<file path="src/rtl/lcd_sync_pkg.sv">
`timescale 1ns/1ps
package lcd_sync_pkg;
   localparam int unsigned ADDR_W   = 4;
   localparam int unsigned N_TIMING = 8;

   typedef enum logic [ADDR_W-1:0] {
      A_HSYNC  = 4'd0,
      A_HBACK  = 4'd1,
      A_HACT   = 4'd2,
      A_HFRONT = 4'd3,
      A_VSYNC  = 4'd4,
      A_VBACK  = 4'd5,
      A_VACT   = 4'd6,
      A_VFRONT = 4'd7,
      A_CTRL   = 4'd8,
      A_GUARD  = 4'd9,
      A_IRQEN  = 4'd10,
      A_IRQST  = 4'd11
   } reg_addr_e;

   localparam int CTL_EN        = 0;
   localparam int CTL_DIV       = 1;
   localparam int CTL_HINV      = 2;
   localparam int CTL_VINV      = 3;
   localparam int CTL_RATIO_LSB = 8;
endpackage

</file>
<file path="src/rtl/lcd_pixel_div.sv">
`timescale 1ns/1ps
module lcd_pixel_div #(
   parameter int unsigned DIVW    = 8,
   parameter bit          HAS_DIV = 1'b1
) (
   input  logic            clk,
   input  logic            rst_n,
   input  logic            divide,
   input  logic [DIVW-1:0] ratio_m1,
   output logic            tick
);
   generate
      if (HAS_DIV) begin : g_div
         logic [DIVW-1:0] cnt_q;
         logic            hit;
         assign hit  = (cnt_q >= ratio_m1);
         assign tick = !divide || hit;
         always_ff @(posedge clk or negedge rst_n) begin
            if (!rst_n)               cnt_q <= '0;
            else if (!divide || hit)  cnt_q <= '0;
            else                      cnt_q <= cnt_q + 1'b1;
         end
      end else begin : g_nodiv
         logic unused_cfg;
         assign unused_cfg = divide ^ (^ratio_m1);
         assign tick = 1'b1;
      end
   endgenerate
endmodule

</file>
<file path="src/rtl/lcd_axis_timer.sv">
`timescale 1ns/1ps
module lcd_axis_timer #(
   parameter int unsigned FW = 10
) (
   input  logic          clk,
   input  logic          rst_n,
   input  logic          run,
   input  logic          step,
   input  logic [FW-1:0] sync_m1,
   input  logic [FW-1:0] back_m1,
   input  logic [FW-1:0] act_m1,
   input  logic [FW-1:0] front_m1,
   output logic          in_sync,
   output logic          in_act,
   output logic          at_end
);
   localparam int unsigned CW = FW + 2;

   logic [CW-1:0] pos_q, act_first, act_last, end_idx;

   assign act_first = CW'(sync_m1) + CW'(back_m1) + CW'(2);
   assign act_last  = act_first + CW'(act_m1);
   assign end_idx   = act_last + CW'(front_m1) + CW'(1);

   assign at_end  = (pos_q >= end_idx);
   assign in_sync = (pos_q <= CW'(sync_m1));
   assign in_act  = (pos_q >= act_first) && (pos_q <= act_last);

   always_ff @(posedge clk or negedge rst_n) begin
      if (!rst_n)      pos_q <= '0;
      else if (!run)   pos_q <= '0;
      else if (step)   pos_q <= at_end ? '0 : pos_q + 1'b1;
   end


   pos_bound_chk: assert property (@(posedge clk) disable iff (!rst_n)
      run |-> (pos_q <= end_idx));
endmodule

</file>
<file path="src/rtl/lcd_cfg_bank.sv">
`timescale 1ns/1ps
module lcd_cfg_bank
   import lcd_sync_pkg::*;
#(
   parameter int unsigned FW   = 10,
   parameter int unsigned DIVW = 8,
   parameter int unsigned DW   = 16
) (
   input  logic                           clk,
   input  logic                           rst_n,
   input  logic                           wr_en,
   input  logic [ADDR_W-1:0]              wr_addr,
   input  logic [DW-1:0]                  wr_data,
   input  logic [ADDR_W-1:0]              rd_addr,
   output logic [DW-1:0]                  rd_data,
   input  logic                           frame_start,
   output logic [N_TIMING-1:0][FW-1:0]    tim_o,
   output logic                           en_o,
   output logic                           div_o,
   output logic                           hinv_o,
   output logic                           vinv_o,
   output logic [DIVW-1:0]                ratio_o,
   output logic                           irq_o
);
   typedef struct packed {
      logic [DIVW-1:0] ratio;
      logic            vinv;
      logic            hinv;
      logic            div;
      logic            en;
   } ctl_t;

   logic [N_TIMING-1:0][FW-1:0] sh_tim, act_tim;
   ctl_t sh_ctl, act_ctl;
   logic guard_q, ien_q, pend_q;
   logic commit, clr;

   assign commit = !guard_q && (frame_start || !act_ctl.en);
   assign clr    = wr_en && (wr_addr == A_IRQST) && wr_data[0];

   always_ff @(posedge clk or negedge rst_n) begin
      if (!rst_n) begin
         sh_tim  <= '0;
         sh_ctl  <= '0;
         guard_q <= 1'b0;
         ien_q   <= 1'b0;
      end else if (wr_en) begin
         for (int i = 0; i < N_TIMING; i++)
            if (wr_addr == ADDR_W'(i)) sh_tim[i] <= wr_data[FW-1:0];
         if (wr_addr == A_CTRL) begin
            sh_ctl.en    <= wr_data[CTL_EN];
            sh_ctl.div   <= wr_data[CTL_DIV];
            sh_ctl.hinv  <= wr_data[CTL_HINV];
            sh_ctl.vinv  <= wr_data[CTL_VINV];
            sh_ctl.ratio <= wr_data[CTL_RATIO_LSB +: DIVW];
         end
         if (wr_addr == A_GUARD) guard_q <= wr_data[0];
         if (wr_addr == A_IRQEN) ien_q   <= wr_data[0];
      end
   end

   always_ff @(posedge clk or negedge rst_n) begin
      if (!rst_n) begin
         act_tim <= '0;
         act_ctl <= '0;
      end else if (commit) begin
         act_tim <= sh_tim;
         act_ctl <= sh_ctl;
      end
   end

   always_ff @(posedge clk or negedge rst_n) begin
      if (!rst_n) pend_q <= 1'b0;
      else        pend_q <= (pend_q && !clr) || (frame_start && ien_q);
   end

   always_comb begin
      rd_data = '0;
      for (int i = 0; i < N_TIMING; i++)
         if (rd_addr == ADDR_W'(i)) rd_data[FW-1:0] = sh_tim[i];
      if (rd_addr == A_CTRL) begin
         rd_data[CTL_EN]                  = sh_ctl.en;
         rd_data[CTL_DIV]                 = sh_ctl.div;
         rd_data[CTL_HINV]                = sh_ctl.hinv;
         rd_data[CTL_VINV]                = sh_ctl.vinv;
         rd_data[CTL_RATIO_LSB +: DIVW]   = sh_ctl.ratio;
      end
      if (rd_addr == A_GUARD) rd_data[0] = guard_q;
      if (rd_addr == A_IRQEN) rd_data[0] = ien_q;
      if (rd_addr == A_IRQST) rd_data[0] = pend_q;
   end

   assign tim_o   = act_tim;
   assign en_o    = act_ctl.en;
   assign div_o   = act_ctl.div;
   assign hinv_o  = act_ctl.hinv;
   assign vinv_o  = act_ctl.vinv;
   assign ratio_o = act_ctl.ratio;
   assign irq_o   = pend_q;


   guard_hold_chk: assert property (@(posedge clk) disable iff (!rst_n)
      guard_q |=> ($stable(act_tim) && $stable(act_ctl)));


   commit_gate_chk: assert property (@(posedge clk) disable iff (!rst_n)
      (act_ctl.en && !frame_start) |=> ($stable(act_tim) && $stable(act_ctl)));


   pend_src_chk: assert property (@(posedge clk) disable iff (!rst_n)
      $rose(pend_q) |-> $past(frame_start && ien_q));
endmodule

</file>
<file path="src/rtl/lcd_sync_gen.sv">
`timescale 1ns/1ps
module lcd_sync_gen
   import lcd_sync_pkg::*;
#(
   parameter int unsigned FW      = 10,
   parameter int unsigned DIVW    = 8,
   parameter int unsigned DW      = 16,
   parameter bit          HAS_DIV = 1'b1
) (
   input  logic              clk,
   input  logic              rst_n,
   input  logic              wr_en,
   input  logic [ADDR_W-1:0] wr_addr,
   input  logic [DW-1:0]     wr_data,
   input  logic [ADDR_W-1:0] rd_addr,
   output logic [DW-1:0]     rd_data,
   output logic              hsync_o,
   output logic              vsync_o,
   output logic              de_o,
   output logic              pclk_en_o,
   output logic              irq_o
);
   localparam int unsigned N_AXIS    = 2;
   localparam int unsigned PER_AXIS  = N_TIMING / N_AXIS;

   generate
      if (DW < CTL_RATIO_LSB + DIVW || DW < FW || FW < 2) begin : g_bad_width
         $error("lcd_sync_gen: data width too narrow for fields");
      end
   endgenerate

   logic [N_TIMING-1:0][FW-1:0] tim;
   logic              run, div_sel, hinv, vinv, pix_tick, frame_start;
   logic [DIVW-1:0]   ratio_m1;
   logic [N_AXIS-1:0] step, in_sync, in_act, at_end;

   lcd_cfg_bank #(.FW(FW), .DIVW(DIVW), .DW(DW)) i_cfg (
      .clk         (clk),
      .rst_n       (rst_n),
      .wr_en       (wr_en),
      .wr_addr     (wr_addr),
      .wr_data     (wr_data),
      .rd_addr     (rd_addr),
      .rd_data     (rd_data),
      .frame_start (frame_start),
      .tim_o       (tim),
      .en_o        (run),
      .div_o       (div_sel),
      .hinv_o      (hinv),
      .vinv_o      (vinv),
      .ratio_o     (ratio_m1),
      .irq_o       (irq_o)
   );

   lcd_pixel_div #(.DIVW(DIVW), .HAS_DIV(HAS_DIV)) i_div (
      .clk      (clk),
      .rst_n    (rst_n),
      .divide   (div_sel),
      .ratio_m1 (ratio_m1),
      .tick     (pix_tick)
   );

   assign step[0] = pix_tick;
   assign step[1] = pix_tick && at_end[0];

   generate
      for (genvar g = 0; g < N_AXIS; g++) begin : g_axis
         lcd_axis_timer #(.FW(FW)) i_axis (
            .clk      (clk),
            .rst_n    (rst_n),
            .run      (run),
            .step     (step[g]),
            .sync_m1  (tim[g*PER_AXIS + 0]),
            .back_m1  (tim[g*PER_AXIS + 1]),
            .act_m1   (tim[g*PER_AXIS + 2]),
            .front_m1 (tim[g*PER_AXIS + 3]),
            .in_sync  (in_sync[g]),
            .in_act   (in_act[g]),
            .at_end   (at_end[g])
         );
      end
   endgenerate

   assign frame_start = run && pix_tick && at_end[0] && at_end[1];

   assign hsync_o   = (run && in_sync[0]) ^ hinv;
   assign vsync_o   = (run && in_sync[1]) ^ vinv;
   assign de_o      = run && in_act[0] && in_act[1];
   assign pclk_en_o = run && pix_tick;


   de_vs_chk: assert property (@(posedge clk) disable iff (!rst_n)
      de_o |-> ((vsync_o == vinv) && (hsync_o == hinv)));


   idle_out_chk: assert property (@(posedge clk) disable iff (!rst_n)
      !run |-> (!de_o && !pclk_en_o));

   generate
      if (HAS_DIV) begin : g_div_chk

         pclk_gap_chk: assert property (@(posedge clk) disable iff (!rst_n)
            (pclk_en_o && div_sel && ratio_m1 != '0) |=>
               (!pclk_en_o || !div_sel || ratio_m1 == '0));
      end
   endgenerate
endmodule

</file>
<file path="config.mk">
export PLATFORM = sky130hd
export DESIGN_NAME = lcd_sync_gen
export DESIGN_NICKNAME = d
export VERILOG_FILES = /design/src/rtl/lcd_sync_pkg.sv /design/src/rtl/lcd_pixel_div.sv /design/src/rtl/lcd_axis_timer.sv /design/src/rtl/lcd_cfg_bank.sv /design/src/rtl/lcd_sync_gen.sv
export SDC_FILE = /design/constraint.sdc
export NUM_CORES = 1
export LEC_CHECK = 0
export BUFFER_PORTS_ARGS = -buffer_cell sky130_fd_sc_hd__buf_2
export CORE_MARGIN = 4
export CORE_UTILIZATION = 35
export CTS_BUF_LIST = sky130_fd_sc_hd__clkbuf_2
export DETAILED_ROUTE_END_ITERATION = 8
export GPL_TIMING_DRIVEN = 0
export PLACE_DENSITY = 0.51
export SLEW_MARGIN = 25
export SYNTH_ARGS = -nofsm -noshare
export SYNTH_HDL_FRONTEND = slang
export SYNTH_SLANG_ARGS = --single-unit
</file>
<file path="constraint.sdc">
create_clock -name clk -period 8.6 [get_ports clk]
set_clock_uncertainty 0.15 [all_clocks]
set_input_delay 0.86 -clock clk [delete_from_list [all_inputs] [get_ports clk]]
set_output_delay 0.86 -clock clk [all_outputs]
set_load 0.01 [all_outputs]
</file>
* After elaboration in Yosys (flattened, before gate mapping)
Cells that the tools add are included.
** Storage, ports and cells
- Flip-flop bits (word level) :: 219
- Input bits :: 27
- Output and inout bits :: 21
- Logic and storage cells :: 135
** Operators by class
- $add $sub $neg :: 13
- $lt $le $gt $ge :: 9
- Equality and inequality tests :: 24
- Multiplexer cells :: 20
- Bitwise operators :: 2
- Reduce and logical (&&, ||, !) cells :: 35
** Operators with widths (count)
- $mux 10 :: 8
- $mux 12 :: 6
- $add 12x1->12 const B :: 4
- $add 12x10->12 :: 4
- $ge 12x12->1 :: 4
- $eq 4x3->1 const B :: 8
- $eq 4x4->1 const B :: 8
- $add 12x2->12 const B :: 2
- $le 12x10->1 :: 2
- $le 12x12->1 :: 2
- $add 10x10->11 :: 2
- $reduce_and 2->1 :: 11
- $eq 4x2->1 const B :: 4
- $mux 8 :: 2
- $logic_and 1x1->1 :: 15
- $add 8x1->8 const B :: 1
- $eq 4x1->1 const B :: 2
- $ge 8x8->1 :: 1
- $logic_not 4->1 :: 2
- $logic_not 1->1 :: 4
- $mux 4 :: 1
- $logic_or 1x1->1 :: 3
- $mux 1 :: 3
- $ne 2x1->1 const B :: 1
- 2 further kinds :: 3

* Depth between registers and ports, before layout
Gate-level depths: netlist of the first run.
- Depth in word-level cells :: 13
- Depth in mapped cells :: 28

* By module
A second synthesis of the first run with hierarchy kept.
** Unflattened totals
- Cell total of the unflattened synthesis :: 1390
- Area total of the unflattened synthesis :: 15067.0 um2
** By module, submodules not included
- lcd_cfg_bank :: instances 1, cells each 517, area each 7902.6 um2, seq. area each 4679.5 um2
- lcd_axis_timer at g_axis[0].i_axis :: instances 1, cells each 404, area each 3285.7 um2, seq. area each 300.3 um2
- lcd_axis_timer at g_axis[1].i_axis :: instances 1, cells each 405, area each 3279.4 um2, seq. area each 300.3 um2
- lcd_pixel_div :: instances 1, cells each 56, area each 545.5 um2, seq. area each 200.2 um2
- lcd_sync_gen :: instances 1, cells each 8, area each 53.8 um2, seq. area each 0.0 um2

* Worst setup path after synthesis of the first run
OpenSTA, ideal clock, no wires.
- Path kind :: register to register
- From :: reg i_cfg.act_tim, in the netlist i_cfg.tim_o[0]
- To :: reg i_cfg.act_ctl, in the netlist i_cfg.ratio_o[7]
- Setup time :: 128 ps
- Data arrival time :: 5824 ps
- Data required time :: 8322 ps
- Setup slack :: 2498 ps
- Cell stages (with the launch flop) :: 26
- Buffers on the path :: 1
- Period minus slack after synthesis :: 6102 ps
- Cell sequence :: dfrtp_1 > ha_1 > fa_1 > a21o_1 > a221oi_4 > xor2_4 > or4_4 > xor2_1 > ha_1 > a21oi_1 > xnor2_1 > ha_1 > nand2_1 > o21ai_0 > a21oi_1 > nor3_1 > xor2_1 > ha_1 > or4_1 > a21oi_1 > nand2_1 > o21a_1 > nand4_1 > a21oi_2 > buf_2 > mux2_1
** Between the ends
- Longest elaborated chain between the ends :: 10
** Ends and longest elaborated chain
- start: declaration :: RTL line lcd_cfg_bank.sv:33 : logic [N_TIMING-1:0][FW-1:0] sh_tim, act_tim;
- start signal: assignment :: RTL line lcd_cfg_bank.sv:67 : act_tim <= sh_tim;
- $add 10x10->11 :: RTL line lcd_axis_timer.sv:21 : assign act_first = CW'(sync_m1) + CW'(back_m1) + CW'(2);
- $add 12x2->12 :: RTL line lcd_axis_timer.sv:21
- $add 12x10->12 :: RTL line lcd_axis_timer.sv:22 : assign act_last = act_first + CW'(act_m1);
- $add 12x10->12 :: RTL line lcd_axis_timer.sv:23 : assign end_idx = act_last + CW'(front_m1) + CW'(1);
- $add 12x1->12 :: RTL line lcd_axis_timer.sv:23
- $ge 12x12->1 :: RTL line lcd_axis_timer.sv:25 : assign at_end = (pos_q >= end_idx);
- $logic_and 1x1->1 (2 in series) :: RTL line lcd_sync_gen.sv:84 : assign frame_start = run && pix_tick && at_end[0] && at_end[1];
- $logic_or 1x1->1 :: RTL line lcd_cfg_bank.sv:38 : assign commit = !guard_q && (frame_start || !act_ctl.en);
- $logic_and 1x1->1 :: RTL line lcd_cfg_bank.sv:38
- end signal: assignment :: RTL line lcd_cfg_bank.sv:68 : act_ctl <= sh_ctl;
- end: declaration :: RTL line lcd_cfg_bank.sv:34 : ctl_t sh_ctl, act_ctl;
Every way passes these cells.
A chain may end at the register's enable or synchronous reset.

* Worst setup path in the final report of the first run
- From :: reg i_cfg.act_tim, in the netlist i_cfg.tim_o[0]
- To :: out de_o
** Between the ends
- Longest elaborated chain between the ends :: 7
** Ends and longest elaborated chain
- $add 10x10->11 (*) :: RTL line lcd_axis_timer.sv:21
- $add 12x2->12 (*) :: RTL line lcd_axis_timer.sv:21
- $add 12x10->12 :: RTL line lcd_axis_timer.sv:22
- $le 12x12->1 :: RTL line lcd_axis_timer.sv:27 : assign in_act = (pos_q >= act_first) && (pos_q <= act_last);
- $logic_and 1x1->1 (*) :: RTL line lcd_axis_timer.sv:27
- $logic_and 1x1->1 (*) (2 in series) :: RTL line lcd_sync_gen.sv:88 : assign de_o = run && in_act[0] && in_act[1];
- end: declaration :: RTL line lcd_sync_gen.sv:19 : output logic de_o,
Mark *: on every way between the ends. The rest lies on a longest branch, timed or not.

==> results of run 1 <==
-- layer usage --
layer	routed length, um	vias to the layer above	global-route usage [%]
li1	-	5436	-
met1	20690	5509	26.07
met2	17660	212	27.00
met3	1672	56	2.933
met4	1257	0	7.132
met5	0	-	0
-- cell usage after synthesis (all sizes together) (4+ instances only) --
library cell,count,area [um2]
dfrtp,219,5480
mux2,186,2098
ha,168,2102
inv,92,345.3
o21ai,77,389.1
a21oi,67,350.3
nor2,66,247.7
nand2,55,206.5
a21o,43,322.8
xor2,37,342.8
nand3,36,185.2
nor3,29,155.2
xnor2,29,261.5
nand2b,24,150.1
and3,23,158.9
clkbuf,22,82.58
nor2b,22,140.1
o21a,20,151.4
buf,13,60.05
nand4,13,81.33
a22oi,11,82.58
nor3b,10,80.07
a31oi,9,56.30
mux2i,9,90.09
o211ai,9,67.56
a211oi,8,70.06
a22o,8,70.07
o21bai,8,60.06
or3,8,55.05
and2,7,43.79
a2111oi,6,90.08
fa,6,120.1
mux4,6,135.1
nand3b,6,45.04
nor4,6,43.79
a211o,5,45.04
or2,5,31.28
a31o,4,35.03
o31ai,4,30.03
-- power by group through the flow --
stage / sequential (mW) / combinational [mW] / clock, mW
after global placement: 1.64 / 4.34 / 0
after detailed placement: 1.64 / 4.46 / 0
after global routing: 1.65 / 5.16 / 0.833
after CTS: 1.62 / 4.50 / 0.782
final: 1.61 / 4.46 / 0.745
after floorplan: 1.47 / 3.55 / 0
-- sequential cells by signal, indices dropped and copies added (netlist names), 8 cells and up --
register             flops
i_cfg.sh_ctl            12
i_cfg.sh_tim            80
g_axis.i_axis.pos_q     24
i_cfg.ratio_o            8
i_cfg.tim_o             80
i_div.g_div.cnt_q        8
-- final cells by class --
cell class / instances / area, um2
Tap cell: 539 / 674.4
Buffer: 35 / 142.6
Sequential cell: 219 / 5480
Clock inverter: 19 / 102.6
Timing Repair Buffer: 62 / 435.4
Multi-Input combinational cell: 1062 / 8920
Fill cell: 4168 / 25420
Antenna cell: 3 / 7.507
Inverter: 92 / 345.3
Clock buffer: 83 / 415.4
-- worst register-to-register path: cells and delay by family (launching register included) --
kind / cells / cell delay [ns]
compound gates: 12 / 2.95
simple gates: 5 / 0.84
buf+inv: 1 / 0.41
flops: 1 / 0.45
fa+ha+maj: 5 / 1.59
mux: 1 / 0.37
xor+xnor: 3 / 0.62
-- path summary, 6_finish.rpt --
check                                                  start                                endpoint  slack [ns]  cells past startpoint
worst max register to register    i_cfg.tim_o[0]$_DFFE_PN0P_             i_cfg.tim_o[68]$_DFFE_PN0P_        1.07                     27
min in group asynchronous                              rst_n  g_axis[1].i_axis.pos_q[10]$_DFFE_PN0P_        0.27                      2
worst min register to register  i_cfg.ratio_o[7]$_DFFE_PN0P_            i_cfg.ratio_o[7]$_DFFE_PN0P_        0.35                      1
worst max-delay path              i_cfg.tim_o[0]$_DFFE_PN0P_                                    de_o        0.63                     20
worst min-delay path                              wr_data[9]             i_cfg.sh_tim[9]$_DFFE_PN0P_        0.14                      2
max in group asynchronous                              rst_n            i_cfg.sh_tim[22]$_DFFE_PN0P_        6.84                      4
-- metrics by stage --
step / power [mW] / hold slack [ns] / utilization, % / instance area (um2)
finish: 6.819 / 0.1409 / 39.39 / 16520
global placement: 5.980 / 0.3246 / 37.62 / 15780
floorplan: 5.017 / 0.3081 / - / 14880
CTS: 6.902 / 0.004077 / 39.37 / 16520
global route: 7.641 / 0.03831 / 39.38 / 16520
detailed placement: 6.100 / 0.3320 / 37.80 / 15860
-- cells by family after synthesis --
family	synth area share, %
and+or+nand+nor	11.45
adders and majority gates	14.94
xor gates and xnor gates	4.062
muxes	15.62
AOI/OAI and AO/OA	13.82
DFF	36.84
buffers and inverters	3.280
-- repair_timing --
item	in CTS	in global routing
resized for setup	0	0
hold endpoints to repair	96	0
hold buffers	14	0
==> flow_metrics.py, run 1 <==
metrics = {
    "outcome": {
        "status": "finished clean",
    },
    "critical_path": {
        "start_kind": "register",
        "cp_top_family": "simple AND/OR/NAND/NOR gates",
        "endpoint_kind": "output pin",
        "critical_path.slowest_cell": "a2111oi_2",
        "cp_max_fo": 5,
        "crit_chain": "ha_1, fa_1, a21o_1, a221oi_4, xor2_4, or4_4, and4b_1, xor2_1, ha_1, a21oi_1, o21ai_0, and3_4, or2_1, ha_1, nand4_1, nor3_1, a2111oi_2, o22ai_1, nor4_1, buf_2",
        "max_stage_delay_ns": 0.70,
        "crit_required_ns": 7.59,
        "critical_path_arrival_ns": 6.96,
        "path_class": "reg -> out",
        "cp_common_cell": "ha_1",
        "critPathBufInv": 1,
    },
    "global_route": {
        "grt_start_max_net_pins": 81,
        "antenna_found_initial": 1,
        "grt_pass1_wl_um": 65040,
        "grt_use_total_pct": 18.02,
        "grt_overflow_total": 0,
        "grt_pass1_vias": 11260,
    },
    "synthesis": {
        "synth_nets": 1609,
        "avgSynthCellArea_um2": 10.57,
        "synth_cells": 1408,
        "mappedNetlistArea_um2": 14880,
        "synth_seq_area_share_pct": 36.84,
        "synth_top_flop_cell": "dfrtp_1",
        "ys_types": 83,
        "synth_edf_count": 0,
        "synthArstFlopShare_pct": 100.0,
        "ys_ff_latch": 219,
        "yosys_warnings": 0,
    },
    "sta": {
        "finalWorstSetupSlack_ns": 0.6329,
        "finalSetupViolCount": 0,
        "relSlewSlack_pct": 42.29,
        "post-route-period-util_pct": 92.64,
        "rsz0062_at_grt": "false",
        "timing.fmax_mhz": 125.5,
        "final_max_slew_viol_count": 0,
        "finalSetupTns_ns": 0,
        "worstMarginPinSlew_ns": 0.8566,
        "period_needed_ns": 7.967,
        "finalHoldViolCount": 0,
    },
    "drt": {
        "wire_per_inst_um": 19.53,
        "first_pass_iters": 4,
        "routed_wl_um": 41290,
        "drtIter0Drc": 623,
        "antenna_left": 0,
        "via_per_inst": 5.304,
        "dr_total_vias": 11210,
        "drc": 0,
    },
    "pwr": {
        "pwr-share-clk_pct": 10.9,
        "p_leak_nw": 8.062,
        "powerDensity_nw_per_um2": 412.7,
        "p_switching_mw": 3.218,
        "seqPwrFrac_pct": 23.6,
        "p_int_mw": 3.601,
        "p_sw_share_pct": 47.19,
        "pwr-share-comb_pct": 65.5,
        "ir_worst_vdd_mv": 0.1959,
    },
    "placed_design": {
        "dp_cells": 1995,
        "dp_slack_ns": 1.113,
        "gp_congestion": 0.8538,
        "port_buffers": 46,
        "hpwlAfterDp_um": 32410,
    },
    "cells_and_area": {
        "layout_common_cells": "219 x dfrtp_1, 174 x mux2_2, 168 x ha_1",
        "layout_commonest_cell": "dfrtp_1",
        "final_cells": 2114,
        "nets": 1733,
        "syn2layout_area_growth_pct": 11.07,
        "drive_gt1_share_pct": 23.03,
    },
    "cts": {
        "postCtsSetupRepairBufs": 0,
        "tritoncts": "done",
        "clock_sinks": 219,
        "clk_latency_ns": 1.00,
        "cts_buffers": 60,
        "clk_pin_slew_ns": 0.10,
        "htree_levels": 2,
        "root_buffer": "clkbuf_2",
        "clock_path_buffers": 3,
    },
    "floorplan": {
        "ioPinCount": 48,
        "die_x_um": 214.2,
        "die_height_um": 214.2,
        "design.die.area_um2": 45870,
        "std_cell_rows": 75,
        "start_util_pct": 35.47,
        "core_area_um2": 41950,
    },
    "flow_run": {
        "maxCapViolCount": 0,
    },
    "worst_hold_path": {
        "hp-class": "in -> reg",
    },
}
No activity file was read; power rests on OpenSTA's default activity.
==> run 2: changes to the inputs <==
--- a/config.mk
+++ b/config.mk
@@ -6,9 +6,10 @@
 export NUM_CORES = 1
 export LEC_CHECK = 0
 export BUFFER_PORTS_ARGS = -buffer_cell sky130_fd_sc_hd__buf_2
+export CORE_ASPECT_RATIO = 1.2
 export CORE_MARGIN = 4
 export CORE_UTILIZATION = 35
-export CTS_BUF_LIST = sky130_fd_sc_hd__clkbuf_2
+export CTS_BUF_LIST = sky130_fd_sc_hd__clkbuf_2 sky130_fd_sc_hd__clkbuf_4 sky130_fd_sc_hd__clkbuf_8
 export DETAILED_ROUTE_END_ITERATION = 8
 export GPL_TIMING_DRIVEN = 0
 export PLACE_DENSITY = 0.51
==> constraint.sdc (replaced) <==
create_clock -name clk -period 8.6 [get_ports clk]
set_clock_uncertainty 0.15 [all_clocks]
set_input_delay 0.86 -clock clk [delete_from_list [all_inputs] [get_ports clk]]
set_output_delay 0.86 -clock clk [all_outputs]
set_load 0.05 [all_outputs]
==> run 2 against run 1 <==
Compared with the run above:
- routed wire length is 0.88% lower
- clock-buffer cell count is 23 lower
- first-iteration DRC count is 12% lower
- worst setup slack better by 0.35 ns
- clock power is 40% higher
- sequential share of layout area is 0.35 points lower
- critical path depth stayed put
- sequential cell count stayed put
- die area hardly changed
- combinational power hardly changed
- utilization is 0.50 points higher
- design area is 1.1% higher
- critical path type unchanged
==> flow_metrics.py, run 2 (synthesis results as in run 1) <==
metrics = {
    "drt": {
        "dr_total_vias": 10960,
        "routed_wl_um": 40920,
        "via_per_inst": 5.296,
        "first_pass_iters": 4,
        "drtIter0Drc": 547,
        "drc": 0,
        "antenna_left": 0,
        "wire_per_inst_um": 19.78,
    },
    "cells_and_area": {
        "layout_commonest_cell": "dfrtp_1",
        "syn2layout_area_growth_pct": 12.25,
        "layout_common_cells": "219 x dfrtp_1, 174 x mux2_2, 168 x ha_1",
        "stdcell_area_um2": 16700,
        "drive_gt1_share_pct": 22.39,
        "final_util_pct": 39.89,
        "final_cells": 2069,
        "diodes": 0,
        "nets": 1698,
    },
    "critical_path": {
        "crit_path_start": "i_cfg.tim_o[0]$_DFFE_PN0P_",
        "path_class": "reg -> out",
        "r2r_end": "i_cfg.tim_o[36]$_DFFE_PN0P_",
        "rr_worst_depth": 27,
        "cp_max_fo": 5,
        "start_kind": "register",
        "critical_path_arrival_ns": 6.61,
        "r2r_slack_ns": 1.13,
        "reg2reg_from": "i_cfg.tim_o[0]$_DFFE_PN0P_",
        "endpoint_kind": "output pin",
        "crit_required_ns": 7.59,
    },
    "global_route": {
        "grt_use_total_pct": 18.04,
        "antenna_found_initial": 1,
        "grt_overflow_total": 0,
        "grt_pass1_vias": 11180,
        "grt_start_max_net_pins": 82,
        "grt_pass1_wl_um": 64400,
    },
    "sta": {
        "post-route-period-util_pct": 88.58,
        "period_needed_ns": 7.618,
        "finalSetupTns_ns": 0,
        "worstMarginPinSlew_ns": 0.7715,
        "timing.fmax_mhz": 131.3,
        "relSlewSlack_pct": 48.56,
        "rsz0062_at_grt": "false",
        "hold_slack_ns": 0.1532,
        "finalHoldViolCount": 0,
        "finalWorstSetupSlack_ns": 0.9820,
        "finalSetupViolCount": 0,
        "final_max_slew_viol_count": 0,
    },
    "cts": {
        "clock_sinks": 219,
        "cts_hold_buf": 0,
        "htree_levels": 2,
        "clock_path_buffers": 3,
        "cts_resized": 0,
        "postCtsSetupRepairBufs": 0,
        "cts_buffers": 39,
        "root_buffer": "clkbuf_8",
        "clk_pin_slew_ns": 0.06,
        "clk_latency_ns": 0.57,
        "tritoncts": "done",
    },
    "floorplan": {
        "die_height_um": 233.8,
        "die_x_um": 196.2,
        "std_cell_rows": 82,
        "core_area_um2": 41860,
        "start_util_pct": 35.54,
        "design.die.area_um2": 45880,
        "ioPinCount": 48,
    },
    "outcome": {
        "status": "finished clean",
    },
    "pwr": {
        "p_leak_nw": 8.060,
        "ir_worst_vdd_mv": 0.1822,
        "total_power_mw": 7.111,
        "powerDensity_nw_per_um2": 425.8,
    },
    "placed_design": {
        "gp_congestion": 0.8555,
        "port_buffers": 46,
        "post_dp_cell_area_um2": 15860,
        "dp_slack_ns": 1.165,
        "dp_cells": 2002,
        "hpwlAfterDp_um": 32540,
    },
    "flow_run": {
        "maxCapViolCount": 0,
    },
    "worst_hold_path": {
        "hp-class": "in -> async",
    },
}
==> run 2: cell types whose count changed in the layout (fill, tap and decap cells not counted), sizes merged <==
| cell | before | now |
|---|---|---|
| clkinv | 16 | 6 |
| clkinvlp | 1 | 0 |
| clkbuf | 105 | 82 |
| dlygate4sd3 | 14 | 0 |
| inv | 93 | 92 |
| diode | 3 | 0 |
==> run 2: layer usage <==
layer | GRT usage, % | vias up | share of wire, %
met5 | 0 | - | 0
met4 | 5.500 | 0 | 2.8
met3 | 2.184 | 61 | 3.4
met2 | 31.53 | 169 | 49
met1 | 23.48 | 5372 | 44
li1 | - | 5355 | -
==> run 2: report_power, final <==
group	switching (mW)	internal, mW
combinational	2.45	2.00
clock	0.450	0.593
sequential	0.308	1.31
==> run 2: worst max-delay path by stage <==
stage | to | slack (ns) | cells after the start
after detailed placement | i_cfg.tim_o[32]$_DFFE_PN0P_ | 1.16 | 27
after floorplan | de_o | 1.50 | 19
after global placement | i_cfg.tim_o[38]$_DFFE_PN0P_ | 1.25 | 27
after CTS | de_o | 0.88 | 20
final | de_o | 0.98 | 20
after global routing | de_o | 0.39 | 20
==> run 2: layout make-up <==
| class | instances | area [um2] |
|---|---|---|
| Fill cell | 4197 | 25160 |
| Multi-Input combinational cell | 1062 | 8914 |
| Sequential cell | 219 | 5480 |
| Clock buffer | 60 | 757.0 |
| Tap cell | 546 | 683.2 |
| Inverter | 92 | 345.3 |
| Timing Repair Buffer | 48 | 295.3 |
| Buffer | 35 | 142.6 |
| Clock inverter | 7 | 82.58 |
==> run 2: worst max-delay path, stage by stage (launching register included) <==
cell	delay [ns]
dfrtp_1	0.42
ha_1	0.24
fa_1	0.43
a21o_1	0.24
a221oi_4	0.36
xor2_4	0.16
or4_4	0.54
and4b_1	0.33
xor2_1	0.20
ha_1	0.31
a21oi_1	0.14
o21ai_0	0.13
and3_4	0.21
or2_1	0.23
ha_1	0.30
nand4_1	0.17
nor3_1	0.10
a2111oi_0	0.63
o22ai_1	0.14
nor4_1	0.39
buf_2	0.36
